File: src/rtl/tod_alarm_pkg.sv
// Package: shared widths, byte type and BCD decode for the alarm matcher.
// Assumes time and alarm registers are byte wide with packed BCD nibbles.
package tod_alarm_pkg;
    localparam int TOD_BYTE_W = 8;   // register byte width
    localparam int TOD_FIELDS = 3;   // seconds, minutes, hours
    localparam int TOD_DEC_W  = 9;   // decoded value width (BCD 0x99 -> 99, binary up to 255)

    typedef logic [TOD_BYTE_W-1:0] tod_byte_t;
    typedef logic [TOD_DEC_W-1:0]  tod_val_t;

    // Packed BCD byte to its numeric value: tens nibble * 10 + units nibble.
    function automatic tod_val_t bcd_to_val(input tod_byte_t b);
        return TOD_DEC_W'(b[7:4]) * TOD_DEC_W'(10) + TOD_DEC_W'(b[3:0]);
    endfunction
endpackage

File: src/rtl/tod_field_decode.sv
// Module: tod_field_decode
// Turns one register byte into a numeric field value. Binary or BCD is
// chosen by bin_mode. For the hours field (IS_HOUR != 0) in 12-hour form,
// bit 7 is a PM marker and 1..12 is mapped onto 0..23.
// Assumes: wildcard detection is done by the caller on the raw alarm byte.
module tod_field_decode
    import tod_alarm_pkg::*;
#(
    parameter int IS_HOUR = 0
) (
    input  tod_byte_t raw,
    input  logic      bin_mode,
    input  logic      mode_24h,
    output tod_val_t  value
);
    localparam int MSB = TOD_BYTE_W - 1;

    tod_byte_t mag;
    tod_val_t  dec;

    // Strip the PM marker of a 12-hour hours byte, then decode binary or BCD.
    always_comb begin
        mag = raw;
        if (IS_HOUR != 0 && !mode_24h) mag[MSB] = 1'b0;
        dec = bin_mode ? TOD_DEC_W'(mag) : bcd_to_val(mag);
    end

    generate
        if (IS_HOUR != 0) begin : g_hour
            // Map 12-hour form onto 0..23: 12 AM -> 0, 12 PM -> 12, other PM +12.
            always_comb begin
                if (!mode_24h) begin
                    value = (dec == TOD_DEC_W'(12)) ? '0 : dec;
                    if (raw[MSB]) value = value + TOD_DEC_W'(12);
                end else begin
                    value = dec;
                end
            end
        end else begin : g_plain
            assign value = dec;
        end
    endgenerate
endmodule

File: src/rtl/tod_alarm_flag.sv
// Module: tod_alarm_flag
// Holds the sticky alarm flag and the interrupt request, and emits the
// one-cycle set pulse. A match in the same cycle as an acknowledge wins.
// Assumes: hit is already qualified by the strobe and by the divider state.
module tod_alarm_flag (
    input  logic clk,
    input  logic rst_n,
    input  logic hit,
    input  logic ack,
    input  logic alarm_ie,
    output logic af_set,
    output logic alarm_flag,
    output logic irq
);
    logic fresh;

    // The flag counts as clear when it is clear or is being acknowledged now.
    assign fresh = !alarm_flag || ack;

    // Update the pulse, the flag and the interrupt request on each edge.
    always_ff @(posedge clk) begin
        if (!rst_n) begin
            af_set     <= 1'b0;
            alarm_flag <= 1'b0;
            irq        <= 1'b0;
        end else begin
            af_set <= hit;
            if (hit) begin
                alarm_flag <= 1'b1;
                if (alarm_ie && fresh) irq <= 1'b1;
                else if (ack)          irq <= 1'b0;
            end else if (ack) begin
                alarm_flag <= 1'b0;
                irq        <= 1'b0;
            end
        end
    end


    flag_sticky_chk: assert property (@(posedge clk) disable iff (!rst_n)
        (alarm_flag && !ack) |=> alarm_flag);

    ack_clears_chk: assert property (@(posedge clk) disable iff (!rst_n)
        (ack && !hit) |=> (!alarm_flag && !irq));

    irq_needs_flag_chk: assert property (@(posedge clk) disable iff (!rst_n)
        irq |-> alarm_flag);

    irq_enable_chk: assert property (@(posedge clk) disable iff (!rst_n)
        $rose(irq) |-> $past(alarm_ie));
endmodule

File: src/rtl/tod_alarm_match.sv
// Module: tod_alarm_match (top)
// On each second-update strobe, compares the decoded time fields with the
// decoded alarm fields. Any alarm field may be a wildcard (bits 7:6 = 11).
// A full match, while the divider is running, raises the alarm flag logic.
// Assumes: the time bytes already hold the new second when tick is high.
module tod_alarm_match
    import tod_alarm_pkg::*;
(
    input  logic       clk,
    input  logic       rst_n,
    input  logic       tick,
    input  logic       div_hold,
    input  logic       bin_mode,
    input  logic       mode_24h,
    input  logic       alarm_ie,
    input  logic       ack,
    input  logic [7:0] cur_sec,
    input  logic [7:0] cur_min,
    input  logic [7:0] cur_hour,
    input  logic [7:0] alm_sec,
    input  logic [7:0] alm_min,
    input  logic [7:0] alm_hour,
    output logic       af_set,
    output logic       alarm_flag,
    output logic       irq
);
    localparam int NF  = TOD_FIELDS;
    localparam int MSB = TOD_BYTE_W - 1;

    tod_byte_t       tm_raw [NF];
    tod_byte_t       al_raw [NF];
    tod_val_t        tm_val [NF];
    tod_val_t        al_val [NF];
    logic [NF-1:0]   al_wild;
    logic [NF-1:0]   field_ok;
    logic            hit;

    // Gather the bytes into field order: 0 seconds, 1 minutes, 2 hours.
    always_comb begin
        tm_raw[0] = cur_sec;  tm_raw[1] = cur_min;  tm_raw[2] = cur_hour;
        al_raw[0] = alm_sec;  al_raw[1] = alm_min;  al_raw[2] = alm_hour;
    end

    generate
        for (genvar i = 0; i < NF; i++) begin : g_field
            tod_field_decode #(.IS_HOUR(i == NF - 1 ? 1 : 0)) u_tm_dec (
                .raw(tm_raw[i]), .bin_mode(bin_mode), .mode_24h(mode_24h),
                .value(tm_val[i]));
            tod_field_decode #(.IS_HOUR(i == NF - 1 ? 1 : 0)) u_al_dec (
                .raw(al_raw[i]), .bin_mode(bin_mode), .mode_24h(mode_24h),
                .value(al_val[i]));
            // A field agrees when its alarm byte is a wildcard or the values are equal.
            assign al_wild[i]  = al_raw[i][MSB] & al_raw[i][MSB-1];
            assign field_ok[i] = al_wild[i] || (al_val[i] == tm_val[i]);
        end
    endgenerate

    // A match counts only on a strobe while the time of day is advancing.
    assign hit = tick && !div_hold && (&field_ok);

    tod_alarm_flag u_flag (
        .clk(clk), .rst_n(rst_n), .hit(hit), .ack(ack), .alarm_ie(alarm_ie),
        .af_set(af_set), .alarm_flag(alarm_flag), .irq(irq));


    quiet_chk: assert property (@(posedge clk) disable iff (!rst_n)
        (div_hold || !tick) |=> !af_set);

    all_wild_fires_chk: assert property (@(posedge clk) disable iff (!rst_n)
        (tick && !div_hold && (&al_wild)) |=> af_set);
endmodule

File: config.mk
export PLATFORM = sky130hd
export DESIGN_NAME = tod_alarm_match
export DESIGN_NICKNAME = d
export VERILOG_FILES = /design/src/rtl/tod_alarm_pkg.sv /design/src/rtl/tod_field_decode.sv /design/src/rtl/tod_alarm_flag.sv /design/src/rtl/tod_alarm_match.sv
export SDC_FILE = /design/constraint.sdc
export NUM_CORES = 1
export LEC_CHECK = 0
export BUFFER_PORTS_ARGS = -buffer_cell sky130_fd_sc_hd__buf_2
export CORE_ASPECT_RATIO = 1.1
export CORE_MARGIN = 10
export CORE_UTILIZATION = 50
export DETAILED_ROUTE_END_ITERATION = 8
export GPL_TIMING_DRIVEN = 1
export PLACE_DENSITY = 0.73
export REMOVE_ABC_BUFFERS = 1
export SETUP_SLACK_MARGIN = 0.4
export SYNTH_ARGS = -nofsm -noshare
export SYNTH_HDL_FRONTEND = slang
export SYNTH_SLANG_ARGS = --single-unit
File: constraint.sdc
create_clock -name clk -period 5 [get_ports clk]
set_input_delay 0 -clock clk [delete_from_list [all_inputs] [get_ports clk]]
set_output_delay 0 -clock clk [all_outputs]
set_load 0.005 [all_outputs]
# After elaboration in Yosys (flattened, before gate mapping)
# Index checks and enable logic that the tools add are counted.
[word_totals] reg_bits=3 inputBits=56 output_inout_bits=3 wordCells=55
[classes] add_sub_neg=8 multipliers=6 n_eq_ne=5 n_mux=19 bitwise_logic=3 reduce_logical=11
[op_table] operator="$mux 9" n=12
[op_table] operator="$add 8x4->9" n=6
[op_table] operator="$mul 4x3->7 const B" n=6
[op_table] operator="$eq 9x9->1" n=3
[op_table] operator="$add 9x4->9 const B" n=2
[op_table] operator="$eq 9x4->1 const B" n=2
[op_table] operator="$mux 1" n=7
[op_table] operator="$logic_or 1x1->1" n=4
[op_table] operator="$and 1x1->1" n=3
[op_table] operator="$logic_and 1x1->1" n=3
[op_table] operator="$reduce_and 3->1" n=1
[op_table] operator="$logic_not 1->1" n=2
[op_table] operator="$reduce_bool 2->1" n=1

# Longest topological paths before layout
# Gate-level depths: netlist (run 1).
[logic_depth] depth_word=14 mapped_depth=21 ltp_nobuf=21

# By module
# A second synthesis (run 1) with hierarchy kept.
[unflattened] cells_unflattened=396 area_unflattened_um2=3191.8
[modules_own_cells] mod="tod_field_decode (g_field[0].u_al_dec ...)" n_inst=3 cells_per_inst=47 area_each_um2=392.9 seq_area_each_um2=0.0
[modules_own_cells] mod="tod_field_decode (g_field[2].u_al_dec)" n_inst=1 cells_per_inst=79 area_each_um2=618.1 seq_area_each_um2=0.0
[modules_own_cells] mod="tod_field_decode (g_field[2].u_tm_dec)" n_inst=1 cells_per_inst=79 area_each_um2=588.1 seq_area_each_um2=0.0
[modules_own_cells] mod="tod_field_decode (g_field[1].u_tm_dec)" n_inst=1 cells_per_inst=46 area_each_um2=384.1 seq_area_each_um2=0.0
[modules_own_cells] mod="tod_alarm_match" n_inst=1 cells_per_inst=41 area_each_um2=320.3 seq_area_each_um2=0.0
[modules_own_cells] mod="tod_alarm_flag" n_inst=1 cells_per_inst=10 area_each_um2=102.6 seq_area_each_um2=60.1

# Worst setup path before layout (run 1)
# Ideal clock, no wire load.
[synth_timing] path_type="input to register" from="input mode_24h" to="register u_flag.irq" setup_time_ns=0.084 arrival_ns=3.823 required_ns=4.916 slack_ns=1.093 stages=20 path_buffers=0 cell_sequence="nand2_1 > inv_1 > ha_1 > ha_1 > fa_1 > nand2_1 > a211o_1 > xnor2_1 > o21ai_0 > o41ai_4 > ha_1 > nand2b_1 > xnor2_1 > nor2_1 > xor2_1 > xnor2_1 > nand2_1 > nor4_2 > a41oi_2 > o31ai_2"
[synth_between] elab_chain_cells=14 elab_cells_between_ends=23 cone_classes="add/sub (4); mul (2); eq/ne (3); mux (11); reduce/logical (3)"
[synth_lines] element="from (decl)" line="tod_alarm_match.sv:14" rtl="input logic mode_24h,"
[synth_lines] element="$mux 1" line="tod_field_decode.sv:24" rtl="if (IS_HOUR != 0 && !mode_24h) mag[MSB] = 1'b0;"
[synth_lines] element="$mul 4x3->7" line="tod_alarm_pkg.sv:13" rtl="return TOD_DEC_W'(b[7:4]) * TOD_DEC_W'(10) + TOD_DEC_W'(b[3:0]);"
[synth_lines] element="$add 8x4->9" line="tod_alarm_pkg.sv:13"
[synth_lines] element="$mux 9" line="tod_field_decode.sv:25" rtl="dec = bin_mode ? TOD_DEC_W'(mag) : bcd_to_val(mag);"
[synth_lines] element="$eq 9x4->1" line="tod_field_decode.sv:33" rtl="value = (dec == TOD_DEC_W'(12)) ? '0 : dec;"
[synth_lines] element="$mux 9" line="tod_field_decode.sv:33"
[synth_lines] element="$add 9x4->9" line="tod_field_decode.sv:34" rtl="if (raw[MSB]) value = value + TOD_DEC_W'(12);"
[synth_lines] element="$mux 9" line="tod_field_decode.sv:34"
[synth_lines] element="$mux 9" line="tod_field_decode.sv:32" rtl="if (!mode_24h) begin"
[synth_lines] element="$eq 9x9->1 *" line="tod_alarm_match.sv:54" rtl="assign field_ok[i] = al_wild[i] || (al_val[i] == tm_val[i]);"
[synth_lines] element="$logic_or 1x1->1 *" line="tod_alarm_match.sv:54"
[synth_lines] element="$reduce_and 3->1 *" line="tod_alarm_match.sv:59" rtl="assign hit = tick && !div_hold && (&field_ok);"
[synth_lines] element="$logic_and 1x1->1 *" line="tod_alarm_match.sv:59"
[synth_lines] element="$mux 1 *" line="tod_alarm_flag.sv:28" rtl="if (hit) begin"
[synth_lines] element="to (signal assigned)" line="tod_alarm_flag.sv:30" rtl="if (alarm_ie && fresh) irq <= 1'b1;"
[synth_lines] element="to (signal assigned)" line="tod_alarm_flag.sv:31" rtl="else if (ack) irq <= 1'b0;"
[synth_lines] element="to (signal assigned)" line="tod_alarm_flag.sv:34" rtl="irq <= 1'b0;"
[synth_lines] element="to (decl)" line="tod_alarm_flag.sv:13" rtl="output logic irq"
# Mark *: on every way between the ends. The rest lies on a longest branch, timed or not.
# A chain may end at the register's enable or synchronous reset.

# Worst setup path after layout (run 1)
# Ends and elaborated chain as after synthesis.

==> impl_metrics.env, run 1 <==
export IMPL_min_period_ps=4260
export IMPL_swShare_pct=46.2
export IMPL_die_h_um=101
export IMPL_root_buffer="clkbuf_8"
export IMPL_dpl_hpwl_mm=6.38
export IMPL_final_common_cell="buf_2"
export IMPL_drt_first_pass_iters=4
export IMPL_maxCapViolCount=0
export IMPL_critPathMaxFanout=13
export IMPL_pwr_share_clk_pct=13.1
export IMPL_die_w_um=93.5
export IMPL_ys_warn_count=0
export IMPL_setup_ws_ps=738
export IMPL_synth_seq_cells=3
export IMPL_power_switching_mw=0.245
export IMPL_ys_async_sr_fraction_pct=0
export IMPL_areaGrowthSynthToFinish_pct=13.1
export IMPL_grt_pass1_vias=2932
export IMPL_antenna_found_initial=0
export IMPL_slew_headroom_pct=42.1
export IMPL_postSynthAreaPerCell_um2=8.01
export IMPL_synth_distinct_cells=67
export IMPL_grt_total_usage_pct=16.0
export IMPL_ctsResizeCount=0
export IMPL_grt_max_degree=52
export IMPL_synth_flop_cell="dfxtp_1"
export IMPL_finalHoldViolations=0
export IMPL_vias=2809
export IMPL_finalMaxSlewViolations=0
export IMPL_fin_hold_ws_ps=71.7
export IMPL_start_util_pct=51.5
export IMPL_drc_errors=0
export IMPL_cp_start_kind="input port"
export IMPL_layout_cells_most_common_list="buf_2 (58), xnor2_1 (51), ha_1 (44)"
export IMPL_clock_skew_final_ps=3.86
export IMPL_irDropWorstVdd_mv=0.0770
export IMPL_netlist_area_um2=2970
export IMPL_fmax_mhz=235
export IMPL_antenna_left=0
export IMPL_drive_gt1_share_pct=18.8
export IMPL_clk_pin_slew_worst_paths_ps=30
export IMPL_seqPwrFrac_pct=4.6
export IMPL_worst_pin_slew_ps=869
export IMPL_hold_class="in -> reg"
export IMPL_r2r_setup_slack_ps=4200
export IMPL_wirelength_mm=7.31
export IMPL_p_leak_nw=1.50
export IMPL_overflow=0
export IMPL_avgRoutedWirePerCell_um=14.5
export IMPL_drtIter0Drc=60
export IMPL_htreeDepth=1
export IMPL_dieArea_um2=9430
export IMPL_cts_buffers_inserted=3
export IMPL_cp_end_kind="flip-flop"
export IMPL_internal_power_mw=0.285
export IMPL_insertedDiodeCount=0
export IMPL_synth_edf_count=0
export IMPL_cp_required_ps=5130
export IMPL_fin_nets=539
export IMPL_viasPerCell=5.58
export IMPL_setup_viol=0
export IMPL_worstSkewPairLatency_ps=210
export IMPL_cellPowerDensity_nw_per_um2=158
export IMPL_run_status="completed"
export IMPL_yosysSeqAreaShare_pct=2.02
export IMPL_io_pins=59
export IMPL_crit_type="in -> reg"
export IMPL_comb_power_share_pct=82.4
export IMPL_io_buffers=58
export IMPL_rsz0062_at_grt="no"
export IMPL_final_cell_area_um2=3360
export IMPL_grt_pass1_wl_mm=13.1
export IMPL_cts_tree="built"
export IMPL_pre_cts_slack_ps=515
export IMPL_fin_crit_sh_pct=85.2
export IMPL_final_util_pct=58.3
export IMPL_fin_setup_tns_ps=0
export IMPL_fp_coreArea_um2=5770
export IMPL_cts_sinks=3
export IMPL_crit_arrival_ps=4400
export IMPL_placed_area_um2=3320
export IMPL_gp_congestion=0.920
export IMPL_synth_cells=371
export IMPL_cts_setup_buffers=0
export IMPL_rows=29
export IMPL_clockBufferDepth=2
export IMPL_hold_buffers=0
## stage by stage
| step | std cells | power [mW] |
|---|---|---|
| floorplan | 364 | 0.355 |
| global placement | 499 | 0.449 |
| detailed placement | 499 | 0.460 |
| CTS | 503 | 0.534 |
| global route | 503 | 0.589 |
| finish | 503 | 0.530 |
## state kept, by name, summed over array words and instances (netlist names)
name and count:
u_flag.alarm_flag 1, u_flag.af_set 1, u_flag.irq 1
## cells by family after synthesis
family	Yosys count	synth area share (%)
AO/OA/AOI/OAI	89	22.6
AND/OR/NAND/NOR	118	21.6
XOR/XNOR	69	20.8
multiplexers	6	2.11
flip-flops	3	2.02
buffers and inverters	30	4.34
adder cells (fa/ha/maj)	56	26.6
## layer usage
| metal | routed length [um] | GRT usage (%) | up-vias |
|---|---|---|---|
| met2 | 3500 | 27.4 | 63 |
| met4 | 34 | 3.21 | 0 |
| met1 | 3440 | 20.2 | 1269 |
| met5 | 0 | 0 | - |
| met3 | 332 | 3.06 | 4 |
| li1 | - | - | 1473 |
## power groups by stage
stage / clock (mW) / combinational [mW] / sequential, mW
after floorplan: 0 / 0.330 / 0.0245
after global placement: 0 / 0.425 / 0.0245
after detailed placement: 0 / 0.435 / 0.0245
after CTS: 0.0720 / 0.438 / 0.0242
after global routing: 0.0736 / 0.491 / 0.0241
final: 0.0692 / 0.437 / 0.0242
## cell usage after synthesis (all sizes together) (7+ instances only)
cell type	n	area share, %
ha	44	19
inv	23	2.9
nand3	7	1.2
o21ai	17	2.9
a21oi	17	2.9
xor2	17	5.0
nand2b	10	2.1
xnor2	51	15
fa	12	8.1
nor2	24	3.0
nor2b	9	1.9
nand2	29	3.7
## final timing paths
path,from,end,cells after the start
max,mode_24h,u_flag.irq,21
min,rst_n,u_flag.alarm_flag,3
max reg2reg,u_flag.alarm_flag,u_flag.irq,3
min reg2reg,u_flag.irq,u_flag.irq,2
## critical path, stage by stage
cell and delay (ps):
buf_2 210, nand2_1 140, inv_1 150, ha_1 250, ha_1 230, fa_1 550
nand2_1 80, a211o_1 260, xnor2_1 150, o21ai_0 450, o41ai_4 150, ha_1 240
nand2b_1 170, xnor2_1 130, nor2_1 120, xor2_1 190, xnor2_1 140, nand2_1 80
nor4_2 310, a41oi_2 190, o31ai_2 220
## final cells by class
cell class / instances / area [um^2]
clock buffer: 4 / 45.0
inverter: 23 / 86.3
tap: 77 / 96.3
sequential: 3 / 60.1
multi-input combinational: 338 / 2780
fill: 528 / 2410
timing repair buffer: 58 / 290
Power figures use the tool's default switching activity.
==> run 2: changes to the inputs <==
ABC_AREA = 1   (was default)
SETUP_SLACK_MARGIN = 0.5   (was 0.4)
==> run 2 against run 1 <==
Hold slack got worse by 29 ps. Via count rose by 13%. Die area rose by 3.1%. Synthesized cell count rose by 36%. Combinational power fell by 9.6%. Clock-buffer cell count did not move. Register-to-register slack improved by 30 ps. Clock power rose by 4.5%. Critical path type unchanged. Largest cell class unchanged.
==> impl_metrics.env, run 2 <==
export IMPL_run_status="completed"
export IMPL_multi_input_comb_area_um2=2690
export IMPL_die_h_um=102
export IMPL_maxCapViolCount=0
export IMPL_reg2reg_from="u_flag.alarm_flag"
export IMPL_cts_tree="built"
export IMPL_worstSkewPairLatency_ps=220
export IMPL_rsz0062_at_grt="no"
export IMPL_synth_seq_cells=3
export IMPL_fin_cells=637
export IMPL_wirelength_mm=7.47
export IMPL_setup_viol=0
export IMPL_clockBufferDepth=2
export IMPL_fmax_mhz=303
export IMPL_die_w_um=94.9
export IMPL_avgRoutedWirePerCell_um=11.7
export IMPL_grt_pass1_vias=3202
export IMPL_r2r_cells=3
export IMPL_synth_common_cells="nand2_1 (140), inv_1 (71), nand3_1 (47), ha_1 (44), nor2_1 (36)"
export IMPL_cp_required_ps=5160
export IMPL_synthTopCellsByArea="ha_1 (18%), nand2_1 (17%), inv_1 (8.6%), xor2_1 (7.9%), fa_1 (7.8%)"
export IMPL_placed_area_um2=3430
export IMPL_root_buffer="clkbuf_8"
export IMPL_drt_first_pass_iters=6
export IMPL_antenna_found_initial=0
export IMPL_min_period_ps=3300
export IMPL_start_util_pct=52.5
export IMPL_slew_headroom_pct=60.6
export IMPL_cellPowerDensity_nw_per_um2=142
export IMPL_final_util_pct=59.1
export IMPL_fin_hold_ws_ps=43.0
export IMPL_crit_type="in -> reg"
export IMPL_fin_nets=673
export IMPL_io_buffers=58
export IMPL_cp_end_kind="flip-flop"
export IMPL_synth_top_area_cell="ha_1"
export IMPL_slowest_stage="fa_1"
export IMPL_hold_path_startpoint="rst_n"
export IMPL_total_power_mw=0.492
export IMPL_ys_warn_count=0
export IMPL_r2r_end="u_flag.irq"
export IMPL_fp_coreArea_um2=5880
export IMPL_seq_area_um2=60.1
export IMPL_ys_async_sr_fraction_pct=0
export IMPL_dpl_hpwl_mm=6.58
export IMPL_final_common_cell="nand2_1"
export IMPL_pre_cts_slack_ps=1510
export IMPL_hold_buffers=0
export IMPL_cts_setup_buffers=0
export IMPL_hold_class="in -> reg"
export IMPL_reg_top3="u_flag.af_set: 1 flops, u_flag.alarm_flag: 1 flops, u_flag.irq: 1 flops"
export IMPL_critPathMaxFanout=11
export IMPL_antenna_left=0
export IMPL_htreeDepth=1
export IMPL_fillers=617
export IMPL_drc_errors=0
export IMPL_layout_cells_most_common_list="nand2_1 (140), inv_1 (71), buf_2 (58)"
export IMPL_netlist_area_um2=3090
export IMPL_yosysSeqAreaShare_pct=1.95
export IMPL_rows=29
export IMPL_crit_top_cell="nand2_1"
export IMPL_synth_top_area_share_pct=17.8
export IMPL_overflow=0
export IMPL_finalMaxSlewViolations=0
export IMPL_drive_gt1_share_pct=17.9
export IMPL_areaGrowthSynthToFinish_pct=12.5
export IMPL_postSynthAreaPerCell_um2=6.14
export IMPL_drtIter0Drc=78
export IMPL_grt_total_usage_pct=15.6
export IMPL_placedCellCount=633
export IMPL_ctsResizeCount=0
export IMPL_dieArea_um2=9720
export IMPL_crit_arrival_ps=3460
export IMPL_synth_cells=503
export IMPL_synth_distinct_cells=36
export IMPL_clk_pin_slew_worst_paths_ps=30
export IMPL_cp_start_kind="input port"
export IMPL_finalHoldViolations=0
export IMPL_synth_edf_count=0
export IMPL_setup_ws_ps=1700
export IMPL_cts_sinks=3
export IMPL_hold_path_depth=3
export IMPL_cts_buffers_inserted=3
export IMPL_crit_path_max_incr_delay_ps=420
export IMPL_grt_max_degree=31
export IMPL_synth_flop_cell="dfxtp_1"
export IMPL_hold_end="u_flag.alarm_flag"
export IMPL_insertedDiodeCount=0
export IMPL_p_leak_nw=1.95
export IMPL_viasPerCell=4.98
export IMPL_grt_pass1_wl_mm=13.0
export IMPL_worst_pin_slew_ps=590
export IMPL_gp_congestion=0.896
export IMPL_fin_crit_sh_pct=65.9
export IMPL_clock_skew_final_ps=0.00745
export IMPL_vias=3171
export IMPL_io_pins=59
export IMPL_fin_setup_tns_ps=0
export IMPL_synth_most_common_cell="nand2_1"
export IMPL_final_cell_area_um2=3470
export IMPL_irDropWorstVdd_mv=0.0944
export IMPL_r2r_setup_slack_ps=4230
[run 2: cell count changes after synthesis, moves of 11 or more]
cell / before / now
inv_1: 23 / 71
nand2_1: 29 / 140
nand2_2: 0 / 20
nand3_1: 7 / 47
nor2_1: 24 / 36
xnor2_1: 51 / 22
xor2_1: 17 / 28
[run 2: logic make-up after synthesis]
logic type / count (synthesis) / synth area share [%]
adder cells (fa/ha/maj): 56 / 25.6
XOR/XNOR: 50 / 14.2
flip-flops: 3 / 1.95
buffers and inverters: 82 / 10.9
AND/OR/NAND/NOR: 269 / 39.0
AO/OA/AOI/OAI: 43 / 8.35
[run 2: power breakdown]
| group | switching [mW] | internal (mW) | total (mW) |
|---|---|---|---|
| combinational | 0.231 | 0.164 | 0.395 |
| clock | 0.0178 | 0.0545 | 0.0723 |
| sequential | 0.0000572 | 0.0242 | 0.0242 |
| total | 0.249 | 0.242 | 0.492 |
[run 2: worst max-delay path by stage]
stage | startpoint | endpoint | slack [ps] | cells past startpoint
after floorplan | mode_24h | u_flag.irq | 2080 | 29
after global placement | mode_24h | u_flag.alarm_flag | 1650 | 30
after detailed placement | mode_24h | u_flag.alarm_flag | 1510 | 30
after CTS | mode_24h | u_flag.alarm_flag | 1740 | 30
after global routing | mode_24h | u_flag.irq | 1250 | 32
final | mode_24h | u_flag.alarm_flag | 1700 | 30
[run 2: layer usage]
layer / wire (um) / part of all wire (%) / track usage (%) / vias up
met2: 3740 / 50 / 29.2 / 72
li1: - / - / - / 1712
met3: 369 / 4.9 / 3.15 / 2
met5: 0 / 0 / 0 / -
met4: 6 / 0.080 / 2.19 / 0
met1: 3360 / 45 / 18.1 / 1385
[run 2: worst max-delay path, delay by kind of cell]
family	cells	cell delay, ps
and+or+nand+nor	21	1800
adders and majority gates	4	1060
buffers and inverters	4	450
AOI/OAI and AO/OA	1	160
[run 2: area by class of cell]
class / count / area share [%]
clock buffer: 4 / 1.30
inverter: 77 / 8.32
multi-input combinational: 418 / 77.5
sequential: 3 / 1.73
tap: 77 / 2.77
timing repair buffer: 58 / 8.36
